$ cat src/rtl/clkmode_ctrl.sv
module clkmode_ctrl (
  input  logic       clk,
  input  logic       rst_n,
  input  logic       wr_en,
  input  logic [1:0] wr_addr,
  input  logic [3:0] wr_data,
  input  logic       wait_req,
  input  logic       irq,
  input  logic       sub_osc_ok,
  output logic [1:0] src_sel,
  output logic [4:0] div_ratio,
  output logic [1:0] pwr_state,
  output logic       main_osc_en,
  output logic       sub_osc_en,
  output logic       pll_en,
  output logic       wr_err
);
  localparam logic [2:0] MD_HI = 3'd0, MD_MID = 3'd1, MD_PLL = 3'd2, MD_SUB = 3'd3, MD_RING = 3'd4;
  localparam logic [1:0] SRC_MAIN = 2'd0, SRC_PLL = 2'd1, SRC_SUB = 2'd2, SRC_RING = 2'd3;
  localparam logic [1:0] PW_RUN = 2'd0, PW_WAIT = 2'd1, PW_STOP = 2'd2;

  logic       sub_en, main_off, fix8, sub_sel, pll_sel, mon_en, ring_sel, pll_on, err_q;
  logic [1:0] div_sel, pwr;

  logic       n_sub_en, n_main_off, n_fix8, n_sub_sel, n_pll_sel, n_mon_en, n_ring_sel, n_pll_on;
  logic [1:0] n_div_sel;
  logic       stop_try;

  function automatic logic [2:0] mode_of(input logic s, input logic r, input logic p,
                                         input logic f8, input logic [1:0] ds);
    if (s)                    return MD_SUB;
    else if (r)               return MD_RING;
    else if (p)               return MD_PLL;
    else if (!f8 && ds == 2'd0) return MD_HI;
    else                      return MD_MID;
  endfunction

  function automatic logic [1:0] src_of(input logic s, input logic r, input logic p);
    if (s)      return SRC_SUB;
    else if (r) return SRC_RING;
    else if (p) return SRC_PLL;
    else        return SRC_MAIN;
  endfunction

  always_comb begin
    n_sub_en   = sub_en;
    n_main_off = main_off;
    n_fix8     = fix8;
    n_sub_sel  = sub_sel;
    n_pll_sel  = pll_sel;
    n_div_sel  = div_sel;
    n_mon_en   = mon_en;
    n_ring_sel = ring_sel;
    n_pll_on   = pll_on;
    stop_try   = 1'b0;
    case (wr_addr)
      2'd0: begin
        n_sub_en   = wr_data[0];
        n_main_off = wr_data[1];
        n_fix8     = wr_data[2] | wr_data[1];
        n_sub_sel  = wr_data[3];
      end
      2'd1: begin
        if (wr_data[0]) stop_try = 1'b1;
        else begin
          n_pll_sel = wr_data[1];
          n_div_sel = wr_data[3:2];
        end
      end
      2'd2: begin
        n_mon_en   = wr_data[0];
        n_ring_sel = wr_data[1];
      end
      default: n_pll_on = wr_data[0];
    endcase
  end

  logic [2:0] cur_md, nxt_md;
  logic [1:0] nxt_src;
  logic       chg, rej_mon, rej_pll, rej_ring, rej_sub, rej_off, reject, wr_go;

  assign cur_md  = mode_of(sub_sel, ring_sel, pll_sel, fix8, div_sel);
  assign nxt_md  = mode_of(n_sub_sel, n_ring_sel, n_pll_sel, n_fix8, n_div_sel);
  assign nxt_src = src_of(n_sub_sel, n_ring_sel, n_pll_sel);
  assign chg     = nxt_md != cur_md;

  assign rej_mon  = mon_en && (chg || stop_try);
  assign rej_pll  = chg && ((nxt_md == MD_PLL && cur_md != MD_HI) ||
                            (cur_md == MD_PLL && nxt_md != MD_HI));
  assign rej_ring = chg && cur_md == MD_RING && (nxt_md == MD_HI || nxt_md == MD_MID) && !fix8;
  assign rej_sub  = chg && nxt_md == MD_SUB && !sub_osc_ok;
  assign rej_off  = n_main_off && (nxt_src == SRC_MAIN || nxt_src == SRC_PLL);
  assign reject   = rej_mon | rej_pll | rej_ring | rej_sub | rej_off;
  assign wr_go    = wr_en && pwr == PW_RUN;

  always_ff @(posedge clk or negedge rst_n) begin
    if (!rst_n) begin
      sub_en   <= 1'b0;
      main_off <= 1'b0;
      fix8     <= 1'b1;
      sub_sel  <= 1'b0;
      pll_sel  <= 1'b0;
      div_sel  <= 2'd0;
      mon_en   <= 1'b0;
      ring_sel <= 1'b0;
      pll_on   <= 1'b0;
      pwr      <= PW_RUN;
      err_q    <= 1'b0;
    end else begin
      err_q <= wr_go && reject;
      case (pwr)
        PW_RUN:  if (wait_req) pwr <= PW_WAIT;
        PW_WAIT: if (irq) pwr <= PW_RUN;
        default: if (irq) begin
          pwr  <= PW_RUN;
          fix8 <= 1'b1;
        end
      endcase
      if (wr_go && !reject) begin
        sub_en   <= n_sub_en;
        main_off <= n_main_off;
        fix8     <= n_fix8;
        sub_sel  <= n_sub_sel;
        pll_sel  <= n_pll_sel;
        div_sel  <= n_div_sel;
        mon_en   <= n_mon_en;
        ring_sel <= n_ring_sel;
        pll_on   <= n_pll_on;
        if (stop_try) pwr <= PW_STOP;
      end
    end
  end

  always_comb begin
    if (fix8) div_ratio = 5'd8;
    else begin
      case (div_sel)
        2'd0:    div_ratio = 5'd1;
        2'd1:    div_ratio = 5'd2;
        2'd2:    div_ratio = 5'd4;
        default: div_ratio = 5'd16;
      endcase
    end
  end

  assign src_sel     = src_of(sub_sel, ring_sel, pll_sel);
  assign pwr_state   = pwr;
  assign main_osc_en = !main_off;
  assign sub_osc_en  = sub_en;
  assign pll_en      = pll_on;
  assign wr_err      = err_q;
endmodule


$ cat config.mk
export PLATFORM = sky130hd
export DESIGN_NAME = clkmode_ctrl
export DESIGN_NICKNAME = d
export VERILOG_FILES = /design/src/rtl/clkmode_ctrl.sv
export SDC_FILE = /design/constraint.sdc
export NUM_CORES = 1
export LEC_CHECK = 0
export CAP_MARGIN = 20
export CORE_MARGIN = 2
export CORE_UTILIZATION = 35
export DETAILED_ROUTE_END_ITERATION = 16
export PLACE_DENSITY = 0.65
export SLEW_MARGIN = 20
export SYNTH_ARGS = -nofsm -noshare
export SYNTH_HDL_FRONTEND = slang
export SYNTH_SLANG_ARGS = --single-unit
$ cat constraint.sdc
create_clock -name clk -period 2.2 [get_ports clk]
set_input_delay 0.44 -clock clk [delete_from_list [all_inputs] [get_ports clk]]
set_output_delay 0.44 -clock clk [all_outputs]
set_load 0.05 [all_outputs]
==> results by stage <==
Power and ir drop:
- In this run the power spent charging and discharging nets is 0.00135 W.
- Internal power comes to 0.00131 W.
- Of the total power, the share spent switching nets is 0.508.
- For this design the static power due to leakage is 0.843 nW.
- The share of total power dissipated in the clock network is 0.058.
- The fraction of power consumed by combinational cells is 0.748.
- VDD sags by at most 0.619 mV.
- The share of total power dissipated in sequential elements is 0.194.
- Power spread over the standard cell area amounts to 1340 nW/um2.

Final layout:
- Summing all multi-input logic gate instances after layout gives 987 um2.
- The number of antenna diodes in the final layout is 0.
- Leaving out fill and tap cells, the most frequent cell in the layout is sky130_fd_sc_hd__buf_4.
- The final layout contains 199 nets.
- In the layout the commonest cells are 46 x sky130_fd_sc_hd__buf_4, 12 x sky130_fd_sc_hd__clkdlybuf4s50_1, 10 x sky130_fd_sc_hd__dfrtp_1.
- With fillers left out, the area of the finished cells amounts to 1970 um2.
- The ratio of cells with drive above 1 in the final layout is 0.597.
- The layout overhead on the synthesized area is 68.6%.
- Counting the fill cells in the layout gives 290.
- The combined flip-flop and latch cell area is 329 um2.

Drt:
- The residual antenna-violating net count after detailed routing is 0.
- The via count normalized by instance count is 5.44.
- In the final routed layout, each cell accounts on average for 17.8 um.
- For this block, the via count after detailed routing is 1262.
- The DRC violation count after routing is 0.
- The sum of routed wire length over all layers is 4.13 mm.
- The number of detailed-route iterations in the first pass is 4.
- In this run, the number of DRC markers left after iteration 0 of detailed routing was 78.

Floorplanning:
- The floorplan row count is 21.
- The die is 61.8 um wide.
- The floorplan step defined a die boundary enclosing 3820 um2.
- For this configuration, the core starts out at a cell density of 0.357.
- The core outline area is 3280 um2.
- The die boundary height is 61.8 um.
- The count of pins on the block boundary is 25.

Timing:
- The relative slew slack is 0.597.
- Setup repair after global routing could not meet its margin everywhere.
- The count of final max-slew check failures is 0.
- Setup violations remaining at the end of the flow were counted as 8.
- In the final timing run, aggregate negative setup slack is -0.296 ns.
- Derived from the worst setup path, the maximum achievable clock frequency is 442 MHz.
- On the final layout, the worst clock skew is 0.00124 ns.
- The post-route clock period utilization is 1.03.
- The total count of hold-check failures in the final report is 0.
- The transition at the pin with the smallest max-transition slack is 0.603 ns.
- The time the worst path needs with I/O delays and setup is 2.26 ns.
- Once routing completed, OpenROAD measured the worst setup slack at -0.0604 ns.

Setup path:
- The most critical setup path has its startpoint at ring_sel.
- In this run the worst path has a maximum fanout of 5.
- The critical path is of the register to register type.
- In this run the critical register-to-register path is launched from ring_sel.
- At the worst endpoint, the required time is 2.37 ns.
- The arrival time of the worst setup path is 2.43 ns.
- STA classifies the critical path endpoint as a register.
- STA classifies the critical path startpoint as a register.

Synth:
- The yosys synthesis warning count is 0.
- The number of instances in the synthesized netlist is 120.
- The number of nets in the synthesized netlist is 132.
- For this run, the register share of the synthesized area comes to 0.279.
- In this run, synthesis inferred 0 flip-flops with an integrated enable.
- Counting flops and latches in the post-synthesis netlist gives 13.
- The per-instance average area after synthesis is 9.76 um2.
- For this run, asynchronously set or reset flops after synthesis account for 1.00.
- The distinct cell type count after synthesis is 54.
- Summing every instance area after synthesis gives 1170 um2.
- The dominant synthesized flop cell is sky130_fd_sc_hd__dfrtp_1.

CTS:
- The largest buffer count on any clock path is 2.
- In this run the number of H-tree levels came out at 1.
- TritonCTS built the clock tree.
- The sink count of the clock tree is 13.
- The number of buffers created by CTS is 3.
- The clock-pin slew reported for the worst setup and hold paths after clock tree synthesis is 0.08 ns.
- The clock network latency to the later pin of the worst-skew pair is 0.28 ns.
- In this run the clock root is driven by a sky130_fd_sc_hd__clkbuf_4.

Place:
- Routability-driven placement finished with a final weighted congestion of 0.919.
- The number of buffers inserted by port buffering is 24.
- The cell area after placement is 1670 um2.
- The HPWL after detailed placement is 2.79 mm.

GRT:
- The via count of the first global-routing pass is 1332.
- The initial antenna violation count was 0.
- For this run the aggregate overflow at the end of global routing stands at 0.
- The first global-routing pass estimated 6.29 mm of wire.
- Entering global routing, the biggest net connects 14 pins.
- In the global route stage, overall resource usage came out at 0.229.

Worst hold path:
- In this run the most critical hold path is launched from pll_en.
- The worst hold-check path type is register to register.

Status:
- The flow ran to the end, but the final reports show violations.
- The final reports fail on negative setup slack.

Flow run:
- The number of max-capacitance violations reported is 0.
==> power groups by stage <==
stage	Sequential, W	Clock (W)	Combinational [W]
3_3_place_gp	0.000484	0	0.00153
3_5_place_dp	0.000488	0	0.00156
4_1_cts	0.000501	0.000155	0.00187
6_report	0.000515	0.000153	0.00198
5_1_grt	0.000526	0.000169	0.00209
2_1_floorplan	0.000556	0	0.000929
==> worst max-delay path: stages, from the launching register on <==
cell and delay [ns]:
sky130_fd_sc_hd__dfrtp_2 0.45, sky130_fd_sc_hd__buf_6 0.14, sky130_fd_sc_hd__buf_6 0.11, sky130_fd_sc_hd__xnor2_2 0.16
sky130_fd_sc_hd__nor2_2 0.07, sky130_fd_sc_hd__nor3_2 0.23, sky130_fd_sc_hd__o32ai_4 0.19, sky130_fd_sc_hd__o41ai_4 0.45
sky130_fd_sc_hd__mux2_4 0.34
==> worst paths after layout <==
path / endpoint / slack (ns) / cells after the start
min in group asynchronous: div_sel[0] / 0.53 / 1
setup / recovery: sub_osc_en / -0.06 / 8
hold / removal: pll_en / 0.52 / 1
setup reg to reg: sub_osc_en / -0.06 / 8
max in group asynchronous: ring_sel / 1.24 / 1
hold reg to reg: pll_en / 0.52 / 1
==> logic make-up after synthesis <==
family	synth area share
mux	0.105
buf+inv	0.0556
compound gates	0.227
xor+xnor	0.0214
simple gates	0.313
flops	0.279
==> flip-flops by register name (all words and copies together), names as in the netlist <==
| name | flops |
|---|---|
| mon_en | 1 |
| wr_err | 1 |
| sub_osc_en | 1 |
| ring_sel | 1 |
| pll_en | 1 |
| pwr_state | 2 |
| div_sel | 2 |
| fix8 | 1 |
| sub_sel | 1 |
| pll_sel | 1 |
| main_off | 1 |
==> layer usage <==
layer  vias to the layer above  part of all wire  global-route usage
met4                         0             0.029               0.103
met2                        46              0.49               0.389
met5                         -                 0                   0
li1                        591                 -                   -
met3                        14             0.052              0.0373
met1                       611              0.43               0.284
==> through the flow <==
| stage | total power [W] | hold slack [ns] | utilization | setup WS (ns) | instances |
|---|---|---|---|---|---|
| after global routing | 0.00278 | 0.540 | 0.601 | -0.133 | 232 |
| after detailed placement | 0.00205 | 0.491 | 0.507 | -0.878 | 216 |
| final | 0.00265 | 0.523 | 0.601 | -0.0604 | 232 |
| after CTS | 0.00252 | 0.515 | 0.584 | -0.0620 | 229 |
| after floorplan | 0.00148 | 0.144 | - | -0.0439 | 120 |
| after global placement | 0.00202 | 0.490 | 0.507 | -0.841 | 216 |
==> synth_stat cells, types with 3 or more instances <==
| library cell | number | area [um2] |
|---|---|---|
| sky130_fd_sc_hd__o21ai_0 | 6 | 30.0 |
| sky130_fd_sc_hd__nor2_1 | 12 | 45.0 |
| sky130_fd_sc_hd__nand4_1 | 3 | 18.8 |
| sky130_fd_sc_hd__buf_2 | 4 | 20.0 |
| sky130_fd_sc_hd__inv_1 | 4 | 15.0 |
| sky130_fd_sc_hd__dfrtp_1 | 12 | 300 |
| sky130_fd_sc_hd__nor2b_1 | 3 | 18.8 |
| sky130_fd_sc_hd__mux2_1 | 9 | 101 |
| sky130_fd_sc_hd__nor3b_1 | 4 | 30.0 |
| sky130_fd_sc_hd__nor3_1 | 7 | 35.0 |
| sky130_fd_sc_hd__nand3_1 | 3 | 15.0 |
==> what timing repair did <==
item | 4_1_cts | 5_1_grt
buffers inserted | 10 | 3
hold endpoints to repair | 0 | 0
endpoints found under the setup margin | 14 | 9
pin swaps | 15 | 8
hold buffers | 0 | 0
gates resized for setup | 53 | 11
==> final cells by class <==
| type | instances | area share |
|---|---|---|
| Clock buffer | 4 | 0.0133 |
| Inverter | 4 | 0.00760 |
| Multi-Input combinational cell | 96 | 0.500 |
| Sequential cell | 13 | 0.167 |
| Tap cell | 46 | 0.0292 |
| Timing Repair Buffer | 69 | 0.283 |
(Power assumes the default switching activity.)
